### config.mk
export PLATFORM = sky130hd
export DESIGN_NAME = cfg_shift_array
export DESIGN_NICKNAME = d
export VERILOG_FILES = /design/src/rtl/cfg_shift_pkg.sv /design/src/rtl/cfg_array_datapath.sv /design/src/rtl/cfg_array_ctrl.sv /design/src/rtl/cfg_shift_array.sv
export SDC_FILE = /design/constraint.sdc
export NUM_CORES = 2
export LEC_CHECK = 0
export BUFFER_PORTS_ARGS = -buffer_cell sky130_fd_sc_hd__buf_4
export CAP_MARGIN = 20
export CORE_AREA = 2 2 701 703
export CTS_CLUSTER_SIZE = 14
export DETAILED_ROUTE_END_ITERATION = 10
export DIE_AREA = 0 0 703 705
export PLACE_DENSITY = 0.39
export SLEW_MARGIN = 5
export SYNTH_ARGS = -nofsm -noshare
export SYNTH_HDL_FRONTEND = slang
export SYNTH_SLANG_ARGS = --single-unit
### constraint.sdc
create_clock -name clk -period 4.1 [get_ports clk]
set_input_delay 1.025 -clock clk [delete_from_list [all_inputs] [get_ports clk]]
set_output_delay 1.025 -clock clk [all_outputs]
set_load 0.05 [all_outputs]
### src/rtl/cfg_shift_pkg.sv
package cfg_shift_pkg;
  localparam logic [1:0] ADDR_CTRL = 2'd0;
  localparam logic [1:0] ADDR_DIN  = 2'd1;
  localparam logic [1:0] ADDR_DOUT = 2'd2;

  localparam int BIT_EN   = 0;
  localparam int BIT_CLR  = 1;
  localparam int BIT_FULL = 2;
  localparam int CNT_LSB  = 8;

  typedef struct packed {
    logic shift;
    logic arrayEn;
  } ctrlStrobes_t;
endpackage

### src/rtl/cfg_array_datapath.sv
module cfg_array_datapath
  import cfg_shift_pkg::*;
#(
  parameter int DEPTH = 54,
  parameter int WIDTH = 32
) (
  input  logic                   clk,
  input  logic                   rstN,
  input  ctrlStrobes_t           strobes,
  input  logic [WIDTH-1:0]       dataIn,
  output logic [WIDTH-1:0]       dataOut,
  output logic [DEPTH*WIDTH-1:0] cfgOut
);
  logic [WIDTH-1:0] chain [DEPTH];
  logic [WIDTH-1:0] outHold;

  for (genvar k = 0; k < DEPTH; k++) begin : g_stage
    if (k == 0) begin : g_first
      always_ff @(posedge clk or negedge rstN)
        if (!rstN) chain[k] <= '0;
        else if (strobes.shift) chain[k] <= dataIn;
    end else begin : g_rest
      always_ff @(posedge clk or negedge rstN)
        if (!rstN) chain[k] <= '0;
        else if (strobes.shift) chain[k] <= chain[k-1];
    end
    assign cfgOut[k*WIDTH +: WIDTH] = strobes.arrayEn ? chain[k] : '0;
  end

  always_ff @(posedge clk or negedge rstN)
    if (!rstN) outHold <= '0;
    else if (strobes.shift) outHold <= chain[DEPTH-1];

  assign dataOut = outHold;

  // bottom position takes the written word
  a_r2_bottom_load: assert property (@(posedge clk) disable iff (!rstN)
    strobes.shift |=> chain[0] == $past(dataIn));
  // top entry moves into the holding register
  a_r8_capture_top: assert property (@(posedge clk) disable iff (!rstN)
    strobes.shift |=> outHold == $past(chain[DEPTH-1]));
  // without an accepted write the holding register keeps its value
  a_r5_hold_stable: assert property (@(posedge clk) disable iff (!rstN)
    !strobes.shift |=> $stable(outHold));
endmodule

### src/rtl/cfg_array_ctrl.sv
module cfg_array_ctrl
  import cfg_shift_pkg::*;
#(
  parameter int DEPTH = 54,
  parameter int WIDTH = 32,
  localparam int CNT_W = $clog2(DEPTH + 1)
) (
  input  logic             clk,
  input  logic             rstN,
  input  logic             wrEn,
  input  logic [1:0]       wrAddr,
  input  logic [WIDTH-1:0] wrData,
  input  logic             rdEn,
  input  logic [1:0]       rdAddr,
  input  logic [WIDTH-1:0] dataOut,
  output logic [WIDTH-1:0] rdData,
  output ctrlStrobes_t     strobes
);
  localparam logic [CNT_W-1:0] CNT_MAX  = CNT_W'(DEPTH);
  localparam logic [CNT_W-1:0] CNT_LAST = CNT_W'(DEPTH - 1);

  logic             enable, clrBit, full;
  logic [CNT_W-1:0] fillCnt;
  logic             ctrlWr, dinWr, accept;
  logic [WIDTH-1:0] ctrlView;

  assign ctrlWr = wrEn && (wrAddr == ADDR_CTRL);
  assign dinWr  = wrEn && (wrAddr == ADDR_DIN);
  assign accept = dinWr && !full;

  always_ff @(posedge clk or negedge rstN)
    if (!rstN) begin
      enable  <= 1'b0;
      clrBit  <= 1'b0;
      full    <= 1'b0;
      fillCnt <= '0;
    end else if (ctrlWr) begin
      enable <= wrData[BIT_EN];
      clrBit <= wrData[BIT_CLR];
      full   <= 1'b0;
      if (wrData[BIT_CLR]) fillCnt <= '0;
    end else if (accept) begin
      if (fillCnt != CNT_MAX) fillCnt <= fillCnt + 1'b1;
      if (fillCnt == CNT_LAST) full <= 1'b1;
    end

  always_comb begin
    ctrlView                   = '0;
    ctrlView[BIT_EN]           = enable;
    ctrlView[BIT_CLR]          = clrBit;
    ctrlView[BIT_FULL]         = full;
    ctrlView[CNT_LSB +: CNT_W] = fillCnt;
  end

  always_ff @(posedge clk or negedge rstN)
    if (!rstN) rdData <= '0;
    else if (rdEn) begin
      case (rdAddr)
        ADDR_CTRL: rdData <= ctrlView;
        ADDR_DOUT: rdData <= dataOut;
        default:   rdData <= '0;
      endcase
    end

  assign strobes.shift   = accept;
  assign strobes.arrayEn = enable;

  // accepted write below the limit adds one
  a_r3_count_step: assert property (@(posedge clk) disable iff (!rstN)
    (dinWr && !full && fillCnt != CNT_MAX) |=> fillCnt == $past(fillCnt) + 1'b1);
  // a locked bank keeps its count
  a_r5_locked_hold: assert property (@(posedge clk) disable iff (!rstN)
    (dinWr && full) |=> $stable(fillCnt));
  // the flag only stands at a complete fill
  a_r5_full_at_depth: assert property (@(posedge clk) disable iff (!rstN)
    full |-> fillCnt == CNT_MAX);
  // a clear request empties the counter
  a_r4_clear: assert property (@(posedge clk) disable iff (!rstN)
    (ctrlWr && wrData[BIT_CLR]) |=> (fillCnt == '0 && !full));
  // count never exceeds the depth
  a_r3_no_overflow: assert property (@(posedge clk) disable iff (!rstN)
    fillCnt <= CNT_MAX);
endmodule

### src/rtl/cfg_shift_array.sv
module cfg_shift_array
  import cfg_shift_pkg::*;
#(
  parameter int DEPTH = 54,
  parameter int WIDTH = 32
) (
  input  logic                   clk,
  input  logic                   rstN,
  input  logic                   wrEn,
  input  logic [1:0]             wrAddr,
  input  logic [WIDTH-1:0]       wrData,
  input  logic                   rdEn,
  input  logic [1:0]             rdAddr,
  output logic [WIDTH-1:0]       rdData,
  output logic [DEPTH*WIDTH-1:0] cfgOut
);
  ctrlStrobes_t     strobes;
  logic [WIDTH-1:0] dataOut;

  cfg_array_ctrl #(.DEPTH(DEPTH), .WIDTH(WIDTH)) u_ctrl (
    .clk(clk), .rstN(rstN), .wrEn(wrEn), .wrAddr(wrAddr), .wrData(wrData),
    .rdEn(rdEn), .rdAddr(rdAddr), .dataOut(dataOut), .rdData(rdData),
    .strobes(strobes)
  );

  cfg_array_datapath #(.DEPTH(DEPTH), .WIDTH(WIDTH)) u_data (
    .clk(clk), .rstN(rstN), .strobes(strobes), .dataIn(wrData),
    .dataOut(dataOut), .cfgOut(cfgOut)
  );
endmodule

==> key figures <==
Drt
  – Met3 Routed Length: roughly 28,000 microns
  – Drt wl/cell: roughly 25 microns
  – Metal2 WL: 208,000 microns
  – # DRC: 0
  – Routed WL: 447,800 microns
  – Routed vias/inst: ~3.9
  – Vias: approximately 69,000
  – Met1 wire length: 198,000 microns
  – Initial DRC Count: about 5,800
  – First-pass iteration count of the detailed router: 8
  – Detail Route Antenna Nets: 0
  – Top sig layer: met5

Power and ir drop
  – Leakage Power: 59.93 nW
  – Peak VDD IR: ~0.36 mV
  – Power Dens Cells: 423.7 mW/mm^2

STA
  – Final Cycle Share: between 90% and 100%
  – Final Hold Viols: 0
  – Worst relative slew slack: approximately a quarter
  – Slew Viols, Final: 0
  – Setup total negative slack: 0 ns
  – Final Critical Period: ~3.9 ns
  – Skew final: just over 0.08 ns
  – Fmax: 256.7 MHz
  – Least-Margin Pin Slew: 1.136 ns
  – RSZ-0062 raised after global routing: no
  – # setup viols final: 0

Clock network
  – Clk buf depth: 4
  – CTS tree: yes
  – CTS HTree Levels: 4
  – Skew-Pair Late Insertion Delay: 0.94 ns
  – Postcts setup bufs: 0
  – Clk slew on worst S/H paths: roughly 0.06 ns
  – CTS Buf Count: 231
  – CTS root buf: clkbuf_16
  – CTS resizes: 0
  – Cts hold-fix bufs: 1
  – Clk sinks: approximately 1,800

Placement
  – DP Wirelength: ~350,000 microns
  – Area after DPL: roughly 0.10 sq mm
  – Final Wtd Congestion: about 0.89
  – IO Port Bufs: between 1,500 and 2,000

Global routing
  – Global-route wire length before repair: 604,200 microns
  – Largest net degree at the start of global routing: approximately 180
  – Grt total ovfl: 0
  – GR Util All Layers: between 15 and 20%
  – Initial antenna violation count: 37
  – Number of global-route vias before repair: slightly below 70,000

Flow run
  – Max Cap Violations: 0

Layout
  – Most common cell after layout, fill and taps aside: nand2_1
  – Layout cells sized above 1: 21.00%
  – Area grow syn2layout: 37.04%
  – Final net count: roughly 11,000
  – Post-route cell area: around 0.11 sq mm
  – Most frequent cells in the layout: nand2_1 (5,308), buf_4 (1,962), dfrtp_1 (1,800), and2_1 (1,728), clkbuf_16 (234)

Setup path
  – Critical path class: reg -> out
  – CP Capture Type: primary output
  – CP Launch Type: register
  – CP max FO: ~150
  – Required time worst endpoint: slightly above 3 ns
  – Crit path arrival time: roughly 2.9 ns

Yosys
  – Synth Net Count: roughly 9,600
  – Cells after Synth: ~9,500
  – Top post-synthesis cells by area: dfrtp_1 (57%), nand2_1 (25%), and2_1 (14%)
  – Area leader, netlist: dfrtp_1
  – Synthesized cell area: approximately 0.08 sq mm
  – Yosys warns: 0
  – Register area share after synthesis: 56.94%
  – Synth Area per Inst: a little over 8 sq um
  – Yosys top cell area share: a little under three fifths
  – Post-synthesis cell type count: 29
  – #FFs+latches synth: 1,801

Run status
  – Status: finished clean

Floorplanning
  – Starting Density: roughly 16%
  – Die Span Y: slightly above 700 microns
  – IO Count: about 1,800
  – Die area: about 0.50 sq mm
  – Row cnt: approximately 260
  – Die Wd: around 700 microns
  – Core region area: 0.4881 sq mm

Min path
  – Hold WC Path Type: in -> reg
per-layer routing:
| metal | up-vias | GRT usage (%) |
|---|---|---|
| met4 | 2 | 4.851 |
| met3 | 450 | 3.941 |
| met1 | 34499 | 23.02 |
| li1 | 31992 | - |
| met5 | - | 0 |
| met2 | 1900 | 28.28 |
worst paths after layout:
kind	start	endpoint	slack, ns	cells past startpoint
worst max-delay path	u_ctrl.enable	cfgOut[912]	0.20	5
min in group asynchronous	rstN	u_ctrl.clrBit	0.77	2
max in group asynchronous	rstN	u_data.chain[750]	2.10	3
worst min register to register	u_data.chain[127]	u_data.chain[95]	0.42	2
worst min-delay path	wrData[20]	u_data.chain[1716]	0.29	3
worst max register to register	u_ctrl.full	u_data.chain[101]	1.81	5
power by group:
| part | switching (mW) | internal [mW] | leakage (nW) |
|---|---|---|---|
| Sequential | 0.878 | 18.4 | 25.0 |
| Combinational | 4.01 | 1.32 | 31.2 |
| Clock | 8.92 | 12.4 | 3.77 |
Yosys cell counts:
cell       instances
nor3b_2            1
buf_6              2
and4b_1            1
and2_1          1728
o2bb2a_1           1
a31oi_1            1
mux2i_1           10
nand4bb_1          1
nand2_1         5308
a21o_1             1
a41oi_1            1
o21ai_0           28
nand3_1            5
buf_4             22
nor3_1             1
nor2_1             4
nand2b_1           1
a21oi_1            2
o211ai_1           1
buf_2            307
dfrtp_1         1801
mux2_2             1
o22ai_1            9
buf_1              9
inv_1             37
and3_1             2
ha_1               3
clkbuf_1         251
and4bb_2           1
critical path: stages, from the launching register on:
cell,delay (ns)
dfrtp_4,0.44
buf_12,0.19
buf_12,0.38
buf_4,0.32
and2_1,0.16
buf_4,0.20
registers in the layout, indices dropped and copies added (netlist names):
signal	count
u_data.chain	1728
u_ctrl.rdData	32
u_data.dataOut	32
u_ctrl.fillCnt	6
u_ctrl.clrBit	1
u_ctrl.enable	1
u_ctrl.full	1
final cells by class:
type / count / area [sq um]
Tap cell: 6475 / 8102
Antenna cell: 9 / 22.52
Clock inverter: 74 / 974.7
Inverter: 37 / 138.9
Fill cell: 54540 / 379700
Multi-Input combinational cell: 7111 / 31260
Sequential cell: 1801 / 45070
Timing Repair Buffer: 2034 / 16170
Clock buffer: 340 / 6724
through the flow:
stage	cells	power, mW	setup slack, ns	util, %	hold WS (ns)
CTS	17872	46.67	0.1175	22.22	0.1650
floorplan	9540	22.34	1.572	-	0.4455
detailed placement	17457	25.02	0.9676	20.64	0.4645
global route	17873	47.72	0.04438	22.22	0.2099
global placement	17457	25.01	0.9666	20.64	0.4604
finish	17881	45.95	0.2039	22.22	0.2942
cell families after synthesis:
kind of cell / share of synthesized area [%]
simple gates: 38.97
flops: 56.94
buf+inv: 3.587
compound gates: 0.3114
mux: 0.1407
fa+ha+maj: 0.04743
No activity file was read; power rests on OpenSTA's default activity.
